<file path="config.mk">
export PLATFORM = sky130hd
export DESIGN_NAME = tt_datapath
export DESIGN_NICKNAME = d
export VERILOG_FILES = /design/src/rtl/tt_pkg.sv /design/src/rtl/tt_rule_bank.sv /design/src/rtl/tt_rule_mux.sv /design/src/rtl/tt_bit_slice.sv /design/src/rtl/tt_datapath.sv
export SDC_FILE = /design/constraint.sdc
export NUM_CORES = 1
export LEC_CHECK = 0
export ABC_AREA = 1
export BUFFER_PORTS_ARGS = -buffer_cell sky130_fd_sc_hd__buf_2
export CORE_MARGIN = 2
export CORE_UTILIZATION = 48
export CTS_BUF_LIST = sky130_fd_sc_hd__clkbuf_8
export DETAILED_ROUTE_END_ITERATION = 12
export PLACE_DENSITY_LB_ADDON = 0.2
export SYNTH_ARGS = -nofsm -noshare
export SYNTH_HDL_FRONTEND = slang
export SYNTH_SLANG_ARGS = --single-unit
</file>
<file path="constraint.sdc">
create_clock -name clk -period 0.8 [get_ports clk]
set_input_delay 0.08 -clock clk [delete_from_list [all_inputs] [get_ports clk]]
set_output_delay 0.08 -clock clk [all_outputs]
set_load 0.01 [all_outputs]
</file>
<file path="src/rtl/tt_pkg.sv">
package tt_pkg;

    typedef enum logic [1:0] {
        OP_AND = 2'd0,
        OP_OR  = 2'd1,
        OP_XOR = 2'd2,
        OP_CLR = 2'd3
    } tt_op_e;

    typedef enum logic [2:0] {
        RULE_PRECISE  = 3'd0,
        RULE_A_BIASED = 3'd1,
        RULE_B_BIASED = 3'd2,
        RULE_CONSERV  = 3'd3,
        RULE_A_ONLY   = 3'd4,
        RULE_B_ONLY   = 3'd5,
        RULE_ONE      = 3'd6,
        RULE_ZERO     = 3'd7
    } tt_rule_e;

    localparam int unsigned RULE_W     = 3;
    localparam int unsigned RULE_COUNT = 1 << RULE_W;

endpackage

</file>
<file path="src/rtl/tt_rule_bank.sv">
module tt_rule_bank
    import tt_pkg::*;
(
    input  tt_op_e                  op,
    input  logic                    a,
    input  logic                    b,
    input  logic                    at,
    input  logic                    bt,
    input  logic                    const_taint,
    output logic [RULE_COUNT-1:0]   cand
);
    logic pass_a;
    logic pass_b;
    logic both;

    // pass_a: b's value lets a change reach the output (and likewise)
    always_comb begin
        pass_a = 1'b1;
        pass_b = 1'b1;
        unique case (op)
            OP_AND: begin
                pass_a = b;
                pass_b = a;
            end
            OP_OR: begin
                pass_a = ~b;
                pass_b = ~a;
            end
            OP_XOR: begin
                pass_a = 1'b1;
                pass_b = 1'b1;
            end
            OP_CLR: begin
                pass_a = 1'b0;
                pass_b = 1'b0;
            end
        endcase
    end

    assign both = at & bt;

    always_comb begin
        if (op == OP_CLR) begin
            cand = {RULE_COUNT{const_taint}};
        end else begin
            cand[RULE_PRECISE]  = (pass_b & bt) | (pass_a & at) | both;
            cand[RULE_A_BIASED] = at | (pass_b & bt);
            cand[RULE_B_BIASED] = bt | (pass_a & at);
            cand[RULE_CONSERV]  = at | bt;
            cand[RULE_A_ONLY]   = at;
            cand[RULE_B_ONLY]   = bt;
            cand[RULE_ONE]      = 1'b1;
            cand[RULE_ZERO]     = 1'b0;
        end
    end
endmodule

</file>
<file path="src/rtl/tt_rule_mux.sv">
module tt_rule_mux
    import tt_pkg::*;
(
    input  logic [RULE_COUNT-1:0] cand,
    input  logic [RULE_W-1:0]     sel,
    output logic                  taint
);
    always_comb begin
        taint = 1'b0;
        for (int k = 0; k < RULE_COUNT; k++) begin
            if (sel == RULE_W'(k)) taint = cand[k];
        end
    end
endmodule

</file>
<file path="src/rtl/tt_bit_slice.sv">
module tt_bit_slice
    import tt_pkg::*;
(
    input  tt_op_e              op,
    input  logic                a,
    input  logic                b,
    input  logic                at,
    input  logic                bt,
    input  logic [RULE_W-1:0]   sel,
    input  logic                const_taint,
    output logic                y,
    output logic                yt
);
    logic [RULE_COUNT-1:0] cand;

    always_comb begin
        unique case (op)
            OP_AND: y = a & b;
            OP_OR:  y = a | b;
            OP_XOR: y = a ^ b;
            OP_CLR: y = 1'b0;
        endcase
    end

    tt_rule_bank u_bank (
        .op          (op),
        .a           (a),
        .b           (b),
        .at          (at),
        .bt          (bt),
        .const_taint (const_taint),
        .cand        (cand)
    );

    tt_rule_mux u_mux (
        .cand  (cand),
        .sel   (sel),
        .taint (yt)
    );
endmodule

</file>
<file path="src/rtl/tt_datapath.sv">
module tt_datapath
    import tt_pkg::*;
#(
    parameter int unsigned WIDTH = 8
) (
    input  logic                    clk,
    input  logic                    rst_n,
    input  logic [1:0]              op_i,
    input  logic [WIDTH-1:0]        a_i,
    input  logic [WIDTH-1:0]        b_i,
    input  logic [WIDTH-1:0]        a_taint_i,
    input  logic [WIDTH-1:0]        b_taint_i,
    input  logic [RULE_W*WIDTH-1:0] rule_sel_i,
    input  logic                    const_taint_i,
    output logic [WIDTH-1:0]        y_o,
    output logic [WIDTH-1:0]        y_taint_o
);
    localparam int unsigned SEL_W = RULE_W * WIDTH;

    tt_op_e             op;
    logic [WIDTH-1:0]   y_d;
    logic [WIDTH-1:0]   yt_d;
    logic [SEL_W-1:0]   sel_flat;

    assign op       = tt_op_e'(op_i);
    assign sel_flat = rule_sel_i;

    for (genvar i = 0; i < WIDTH; i++) begin : g_slice
        tt_bit_slice u_slice (
            .op          (op),
            .a           (a_i[i]),
            .b           (b_i[i]),
            .at          (a_taint_i[i]),
            .bt          (b_taint_i[i]),
            .sel         (sel_flat[RULE_W*i +: RULE_W]),
            .const_taint (const_taint_i),
            .y           (y_d[i]),
            .yt          (yt_d[i])
        );
    end

    always_ff @(posedge clk or negedge rst_n) begin
        if (!rst_n) begin
            y_o       <= '0;
            y_taint_o <= '0;
        end else begin
            y_o       <= y_d;
            y_taint_o <= yt_d;
        end
    end
endmodule

</file>
==> reports/results.txt, run 1 <==
Number of levels in the clock H-tree -> 1
Most common library cells after synthesis -> nand2_1 (104), inv_1 (44), nor2_1 (23), dfrtp_1 (16), ha_1 (16)
Share of the synthesized area in the top cell type -> 0.252
Arithmetic-cell share of the synthesized area counting full adders, half adders and majority gates -> 0.126
Detail-routed via count per cell -> 4.81
Global-route track usage on met2 -> 0.418
Maximum ir drop on the vdd rail -> 515 uV
Proportion of synthesized chip area in sequential cells -> 0.252
Xor-xnor portion of the synthesized cell area -> 0
Cell area after synthesis -> 1590 um^2
Crit-path cells -> buf_2
Critical Path Sink Type -> output pin
Number of violations of the max-capacitance limit -> 0
Max Transition Viols Final -> 0
Initial DRC count -> 82
Overall power after layout -> 2.62 mW
Run status -> finished, violations left
Maximum number of pins on one net before global-route repair -> 17
Net count reported at finish -> 436
Hold violation count in the final report -> 0
Number of antenna-violating nets in the routed design -> 0
Delay contributed by the slowest stage of the critical path -> 0.38 ns
Routed WL -> 4180 um
Most used flip-flop cell after synthesis -> dfrtp_1
Number of antenna violations at the first check in global routing -> 0
Number of flops mapped to enable cells by yosys -> 0
Setup-failing EPs final -> 16
Max-Slew Margin vs Limit -> 0.755
Minimum clock period -> 0.858 ns
Global routing met3 resource utilization -> 0.0252
Sum of buffers and inverters on the critical path -> 1
Kind of launch point of the worst setup path -> flip-flop
Tightest Hold Check Type -> in -> reg
Violations in the final reports -> negative setup slack
Die outline area -> 3780 um^2
Number of detailed-routing iterations run before antenna repair -> 4
Cell type contributing the most total cell area after synthesis -> dfrtp_1
Crit Path Max Fanout -> 1
Chip Width -> 61.5 um
Total global routing track utilization -> 0.238
Fraction of registers with async set or reset after synthesis -> 1.00
Clk buf depth -> 2
Total DRC errors in the routed layout -> 0
Crit path max-delay family -> flip-flops
Post-CTS Repair Setup Buffers -> 0
Post-synthesis net count -> 338
Number of global-route vias before repair -> 1,668
Global-route track usage on met1 -> 0.303
Global-route wire length before repair -> 6780 um
Weighted congestion at the end of routability-driven global placement -> 0.852
Required time at the worst-slack endpoint -> 0.72 ns
Leakage dissipation -> 1.39 nW
Actual slew at the worst max-slew pin -> 0.368 ns
Syn. warnings -> 0
Type of the worst setup path -> reg -> out
Final critical-path share of the clock period -> 1.07
Combinational family with the most area after synthesis -> simple AND/OR/NAND/NOR gates
WL per Instance -> 10.4 um
Fraction of final layout cells with drive strength greater than 1 -> 0.302
Peak-usage layer in the global routing report -> met2
Simple-gate portion of the synthesized area -> 0.369
Number of buffers inserted by port buffering -> 76
Detailed-route via count -> 1,933
Pwr per Cell Area -> 1150 nW/um^2
Master of the slowest instance on the critical path -> dfrtp_1
Starting Density -> 0.512
TritonCTS Buffers -> 3
Boundary pin count -> 77
Achievable Freq -> 1.17 GHz
Area grow syn2layout -> 44.1%
Utilization after layout -> 0.737
Arrival time of the worst setup path -> 0.78 ns
Avg Inst Size Synth -> 6.08 um^2
Area fraction in compound gates after synthesis -> 0.133
Clock transition at the registers of the reported paths -> 0.07 ns
Setup repair after global routing missed its margin -> yes
Unique cell type count in the Yosys netlist -> 18
TritonCTS clock tree -> yes
Proportion of synthesized area in mux cells -> 0
Row cnt -> 20
Total core area -> 3100 um^2
Gr ovfl total -> 0
HPWL Detailed -> 3360 um
Count of state elements after synthesis -> 16
Number of sinks handled by clock tree synthesis -> 16
Library cell with the highest instance count after synthesis -> nand2_1
Mapped Cells -> 261
Worst-case setup margin in the final layout -> -0.0576 ns
Height of the die -> 61.5 um
Synth area leaders -> dfrtp_1 (25%), nand2_1 (25%), ha_1 (13%), inv_1 (10%), o211ai_1 (6.1%)
Clock root cell -> clkbuf_8
Inserted Diodes -> 0
## area by class of cell
cell class	count	area [um^2]
well taps	44	55.1
flip-flops and latches	16	400
inverters	45	174
repair buffers	96	584
clock buffers	4	55.1
multi-input cells	197	1020
fillers	275	816
## flip-flops by register name, indices dropped and copies added (netlist names)
signal     flops
y_taint_o      8
y_o            8
## worst paths after layout
kind                       slack, ns  cells after the start           start           end
hold / removal                  0.09                      3  rule_sel_i[10]  y_taint_o[3]
setup / recovery               -0.06                      1          y_o[3]        y_o[3]
max in group asynchronous       0.27                      2           rst_n  y_taint_o[5]
min in group asynchronous       0.26                      2           rst_n        y_o[0]
## cells in the final DEF, fill, tap and decap left out
cell type      instances
nand3_1                7
dfrtp_1               16
inv_1                 43
ha_1                  16
a21oi_2                3
buf_4                 17
o21ai_0               10
o21a_1                 3
inv_2                  1
nand2_2                1
inv_6                  1
buf_8                  1
dlygate4sd3_1          1
buf_12                 1
nor3_1                 6
nand4_1                5
nand2_4                1
a21oi_1                3
nor2_2                 2
a31oi_1                1
clkbuf_8               4
o21ai_1                1
buf_2                 71
nand2_1              103
buf_6                  5
o211ai_1              13
nor2_1                22
## power breakdown
group	total, mW	switching (mW)	internal (mW)
clock network	0.746	0.309	0.437
registers	0.924	0.0289	0.895
logic	0.954	0.505	0.449
## cells by family (layout without fill, tap and decap cells)
family | count (synthesis) | in the layout
compound gates | 34 | 34
simple gates | 147 | 147
buf+inv | 48 | 145
fa+ha+maj | 16 | 16
flops | 16 | 16
## what timing repair did
item | in CTS | in global routing
hold buffers | 1 | 0
setup endpoints to repair | 17 | 26
resized for setup | 1 | 18
hold endpoints to repair | 16 | 0
pin swaps | 0 | 5
## per-layer routing
layer | part of all wire | routed length [um]
met1 | 0.45 | 1870
met2 | 0.50 | 2080
met3 | 0.043 | 180
met4 | 0.014 | 57
met5 | 0 | 0
## through the flow
stage / cells / cell area (um^2) / setup slack (ns) / TNS [ns] / hold slack [ns]
floorplan: 261 / 1590 / 0.000784 / 0 / -0.216
global placement: 397 / 2160 / -0.232 / -2.74 / 0.0131
detailed placement: 397 / 2160 / -0.283 / -2.96 / 0.0125
CTS: 402 / 2220 / -0.0605 / -0.524 / 0.0920
global route: 402 / 2290 / -0.0700 / -0.952 / 0.0893
finish: 402 / 2290 / -0.0576 / -0.481 / 0.0912
No activity file was read; power rests on OpenSTA's default activity.
==> run 2, diff against run 1 <==
--- a/config.mk
+++ b/config.mk
@@ -8,10 +8,10 @@
 export ABC_AREA = 1
 export BUFFER_PORTS_ARGS = -buffer_cell sky130_fd_sc_hd__buf_2
 export CORE_MARGIN = 2
-export CORE_UTILIZATION = 48
+export CORE_UTILIZATION = 50
 export CTS_BUF_LIST = sky130_fd_sc_hd__clkbuf_8
 export DETAILED_ROUTE_END_ITERATION = 12
-export PLACE_DENSITY_LB_ADDON = 0.2
+export PLACE_DENSITY = 0.89
 export SYNTH_ARGS = -nofsm -noshare
 export SYNTH_HDL_FRONTEND = slang
 export SYNTH_SLANG_ARGS = --single-unit
==> constraint.sdc (replaced) <==
create_clock -name clk -period 1.1 [get_ports clk]
set_input_delay 0.11 -clock clk [delete_from_list [all_inputs] [get_ports clk]]
set_output_delay 0.11 -clock clk [all_outputs]
set_load 0.01 [all_outputs]
==> run 2 against run 1 <==
Compared with the run above:
- the run now ends clean
- utilization fell by 3.5 points
- global-route usage rose by 1.7 points
- critical path depth did not move
==> reports/results.txt, run 2 (synthesis results as in run 1) <==
Net count reported at finish -> 425
Number of global-route vias before repair -> 1,748
Top library cells by usage in the layout, fill and taps aside -> nand2_1 (104), buf_2 (76), inv_1 (44)
Clk buf depth -> 2
Hold buffer count at cts -> 1
Worst-case setup margin in the final layout -> 0.220 ns
Number of levels in the clock H-tree -> 1
Routed WL -> 4430 um
Clock transition at the registers of the reported paths -> 0.08 ns
Setup repair after global routing missed its margin -> no
Boundary pin count -> 77
Pre-CTS worst setup slack -> 0.0188 ns
Starting Density -> 0.524
Achievable Freq -> 1.14 GHz
TritonCTS Buffers -> 3
Area grow syn2layout -> 34.0%
Critical Path Sink Type -> output pin
Sequential group share of total power -> 0.360
Int Power -> 1.24 mW
Net Switching -> 614 uW
Largest regs -> y_o (8), y_taint_o (8)
Final critical-path share of the clock period -> 0.800
Clock root cell -> clkbuf_8
Inserted Diodes -> 0
Detailed-route via count -> 1,965
Initial DRC count -> 86
TritonCTS clock tree -> yes
Master of the slowest instance on the critical path -> dfrtp_1
Minimum clock period -> 0.880 ns
Maximum number of pins on one net before global-route repair -> 17
Delay contributed by the slowest stage of the critical path -> 0.38 ns
Crit-path cells -> buf_2
Die outline area -> 3640 um^2
Clock network fraction of total power -> 0.298
Utilization after layout -> 0.702
Pwr per Cell Area -> 871 nW/um^2
Combinational fraction of design power -> 0.343
Total global routing track utilization -> 0.255
Number of sinks handled by clock tree synthesis -> 16
WL per Instance -> 11.3 um
Global routing met3 resource utilization -> 0.0299
Switching share of power -> 0.331
Hold violation count in the final report -> 0
Maximum ir drop on the vdd rail -> 381 uV
HPWL Detailed -> 3580 um
Actual slew at the worst max-slew pin -> 0.360 ns
Sum of buffers and inverters on the critical path -> 1
Arrival time of the worst setup path -> 0.77 ns
Commonest non-fill, non-tap cell in the layout -> nand2_1
Total DRC errors in the routed layout -> 0
Fraction of final layout cells with drive strength greater than 1 -> 0.262
Total core area -> 3030 um^2
Global-route track usage on met2 -> 0.475
Global-route wire length before repair -> 7020 um
Number of buffers inserted by port buffering -> 76
Required time at the worst-slack endpoint -> 0.99 ns
Post-CTS Repair Setup Buffers -> 0
Gr ovfl total -> 0
Number of gates given a new drive strength after cts -> 0
Crit Path Max Fanout -> 1
Filler instances -> 260
Peak-usage layer in the global routing report -> met2
Setup-failing EPs final -> 0
Min-Delay Endpoint -> y_taint_o[3]
Kind of launch point of the worst setup path -> flip-flop
Worst min-delay path startpoint -> rule_sel_i[10]
Hold Path Depth -> 3
Weighted congestion at the end of routability-driven global placement -> 0.895
Max-Slew Margin vs Limit -> 0.760
Run status -> complete, no violations
Detail-routed via count per cell -> 5.03
Chip Width -> 60.4 um
Number of antenna violations at the first check in global routing -> 0
Number of antenna-violating nets in the routed design -> 0
Tightest Hold Check Type -> in -> reg
Row cnt -> 20
Crit path max-delay family -> flip-flops
Setup TNS -> 0 ns
Type of the worst setup path -> reg -> out
Leakage dissipation -> 1.31 nW
Number of detailed-routing iterations run before antenna repair -> 4
Global-route track usage on met1 -> 0.293
Number of violations of the max-capacitance limit -> 0
Overall power after layout -> 1.85 mW
Max Transition Viols Final -> 0
Height of the die -> 60.4 um
-- run 2: worst max-delay path by stage --
stage | startpoint | cells past startpoint | endpoint | slack (ns)
after floorplan | op_i[1] | 6 | y_taint_o[3] | 0.26
after global placement | op_i[0] | 11 | y_taint_o[5] | 0.05
after detailed placement | op_i[0] | 8 | y_taint_o[0] | 0.02
after CTS | y_o[3] | 1 | y_o[3] | 0.22
after global routing | op_i[0] | 11 | y_taint_o[5] | 0.13
final | y_taint_o[5] | 1 | y_taint_o[5] | 0.22
-- run 2: stage by stage --
stage | std cells | hold slack (ns) | cell area [um^2]
finish | 391 | 0.122 | 2130
global route | 391 | 0.130 | 2130
CTS | 391 | 0.120 | 2130
detailed placement | 386 | 0.0452 | 2060
global placement | 386 | 0.0439 | 2060
floorplan | 261 | -0.186 | 1590
-- run 2: power groups by stage --
stage               clock network [mW]  registers [mW]  logic, mW
global placement                     0           0.678      0.605
detailed placement                   0           0.678      0.626
floorplan                            0           0.714      0.283
CTS                              0.548           0.667      0.633
global route                     0.573           0.672      0.722
finish                           0.552           0.667      0.635
-- run 2: final cells by class --
cell class | count | area (um^2) | area share
inverter | 45 | 169 | 0.0794
tap | 44 | 55.1 | 0.0259
sequential | 16 | 400 | 0.188
timing repair buffer | 85 | 450 | 0.212
clock buffer | 4 | 55.1 | 0.0259
multi-input combinational | 197 | 997 | 0.469
-- run 2: per-layer routing --
layer / share of wire / up-vias
li1: - / 989
met1: 0.40 / 874
met2: 0.51 / 91
met3: 0.070 / 11
met4: 0.021 / 0
met5: 0 / -
==> run 3, diff against run 2 <==
--- a/config.mk
+++ b/config.mk
@@ -8,10 +8,10 @@
 export ABC_AREA = 1
 export BUFFER_PORTS_ARGS = -buffer_cell sky130_fd_sc_hd__buf_2
 export CORE_MARGIN = 2
-export CORE_UTILIZATION = 50
+export CORE_UTILIZATION = 48
 export CTS_BUF_LIST = sky130_fd_sc_hd__clkbuf_8
 export DETAILED_ROUTE_END_ITERATION = 12
-export PLACE_DENSITY = 0.89
+export PLACE_DENSITY = 0.86
 export SYNTH_ARGS = -nofsm -noshare
 export SYNTH_HDL_FRONTEND = slang
 export SYNTH_SLANG_ARGS = --single-unit
==> constraint.sdc (replaced) <==
create_clock -name clk -period 0.9 [get_ports clk]
set_input_delay 0.09 -clock clk [delete_from_list [all_inputs] [get_ports clk]]
set_output_delay 0.09 -clock clk [all_outputs]
set_load 0.01 [all_outputs]
==> run 3 against run 2 <==
Compared with the run above:
- die area up 3.9%
- design area grew 2.2%
- critical path depth is the same
- largest power group unchanged
- count of clock-buffer cells in the layout stayed put
- non-clock buffer count rose by 6
- largest cell class unchanged
- critical endpoint is now y_o[3]
==> reports/results.txt, run 3 (synthesis results as in run 1) <==
Inserted Diodes -> 0
Total core area -> 3100 um^2
Max Transition Viols Final -> 0
Routed WL -> 4280 um
Number of detailed-routing iterations run before antenna repair -> 4
Global-route wire length before repair -> 6870 um
Master of the slowest instance on the critical path -> dfrtp_1
WL per Instance -> 10.8 um
Area grow syn2layout -> 37.0%
Type of the worst setup path -> reg -> out
Clock root cell -> clkbuf_8
Final Instance Area -> 2170 um^2
Achievable Freq -> 1.16 GHz
Sum of buffers and inverters on the critical path -> 1
Final critical-path share of the clock period -> 0.961
Minimum clock period -> 0.865 ns
Kind of launch point of the worst setup path -> flip-flop
Net count reported at finish -> 431
Delay contributed by the slowest stage of the critical path -> 0.38 ns
Max-Slew Margin vs Limit -> 0.752
Initial DRC count -> 108
Boundary pin count -> 77
Number of antenna violations at the first check in global routing -> 0
Row cnt -> 20
Number of levels in the clock H-tree -> 1
Setup repair after global routing missed its margin -> yes
Clk buf depth -> 2
Crit path max-delay family -> flip-flops
Leakage dissipation -> 1.34 nW
Dpl cell area -> 2110 um^2
Setup-failing EPs final -> 0
Starting Density -> 0.512
Clock transition at the registers of the reported paths -> 0.07 ns
TritonCTS Buffers -> 3
Weighted congestion at the end of routability-driven global placement -> 0.865
Total DRC errors in the routed layout -> 0
TritonCTS clock tree -> yes
Number of global-route vias before repair -> 1,774
Required time at the worst-slack endpoint -> 0.81 ns
Maximum number of pins on one net before global-route repair -> 17
Crit Path Max Fanout -> 1
Filler instances -> 291
Pwr per Cell Area -> 1040 nW/um^2
Maximum ir drop on the vdd rail -> 532 uV
Run status -> complete, no violations
Number of buffers inserted by port buffering -> 76
Chip Width -> 61.5 um
Tightest Hold Check Type -> in -> reg
Fraction of final layout cells with drive strength greater than 1 -> 0.275
Crit-path cells -> buf_2
Detailed-route via count -> 1,952
Number of violations of the max-capacitance limit -> 0
HPWL Detailed -> 3460 um
Arrival time of the worst setup path -> 0.77 ns
Actual slew at the worst max-slew pin -> 0.371 ns
Number of logic stages on the critical path including buffering -> 1
Hold Path Depth -> 3
Total global routing track utilization -> 0.243
Post-CTS Repair Setup Buffers -> 0
Gr ovfl total -> 0
Detail-routed via count per cell -> 4.92
Hold violation count in the final report -> 0
Height of the die -> 61.5 um
Largest regs -> y_o (8), y_taint_o (8)
Number of sinks handled by clock tree synthesis -> 16
Critical Path Sink Type -> output pin
Commonest non-fill, non-tap cell in the layout -> nand2_1
Number of antenna-violating nets in the routed design -> 0
Utilization after layout -> 0.701
Top library cells by usage in the layout, fill and taps aside -> nand2_1 (104), buf_2 (75), inv_1 (44)
Die outline area -> 3780 um^2
run 3: changes by cell type in the layout (fill, tap and decap cells not counted):
cell,previous run,this run
buf_2,76,75
buf_4,8,15
run 3: path summary, 6_finish.rpt:
path / start / endpoint / slack, ns
max: y_o[3] / y_o[3] / 0.04
min: rule_sel_i[5] / y_taint_o[1] / 0.1
max in group asynchronous: rst_n / y_taint_o[4] / 0.34
min in group asynchronous: rst_n / y_o[0] / 0.28
run 3: metal layers:
metal	up-vias	global-route usage	wire, um
met3	9	0.0294	221
met4	0	0.0912	76
met1	869	0.303	1840
li1	1003	-	-
met2	71	0.426	2140
met5	-	0	0
run 3: through the flow:
| step | power (mW) | hold slack [ns] | cells | setup slack [ns] | setup TNS [ns] |
|---|---|---|---|---|---|
| after floorplan | 1.22 | -0.206 | 261 | 0.0809 | 0 |
| after global placement | 1.59 | 0.0236 | 392 | -0.134 | -1.44 |
| after detailed placement | 1.61 | 0.0225 | 392 | -0.173 | -1.82 |
| after CTS | 2.26 | 0.100 | 397 | 0.0350 | 0 |
| after global routing | 2.43 | 0.101 | 397 | -0.00361 | -0.00361 |
| final | 2.27 | 0.0991 | 397 | 0.0351 | 0 |
run 3: power by group:
group | internal [mW] | total, mW | switching (mW)
clock network | 0.389 | 0.663 | 0.274
logic | 0.347 | 0.788 | 0.441
registers | 0.795 | 0.815 | 0.0199
run 3: final cells by class:
type / count / area, um^2 / share of cell area
Clock buffer: 4 / 55.1 / 0.0253
Inverter: 45 / 169 / 0.0777
Sequential cell: 16 / 400 / 0.184
Tap cell: 44 / 55.1 / 0.0253
Multi-Input combinational cell: 197 / 997 / 0.459
Timing Repair Buffer: 91 / 498 / 0.229
run 3: repair_timing:
item | CTS | global route
hold buffers | 1 | 0
gates resized for setup | 0 | 2
setup endpoints to repair | 0 | 4
hold endpoints to repair | 16 | 0
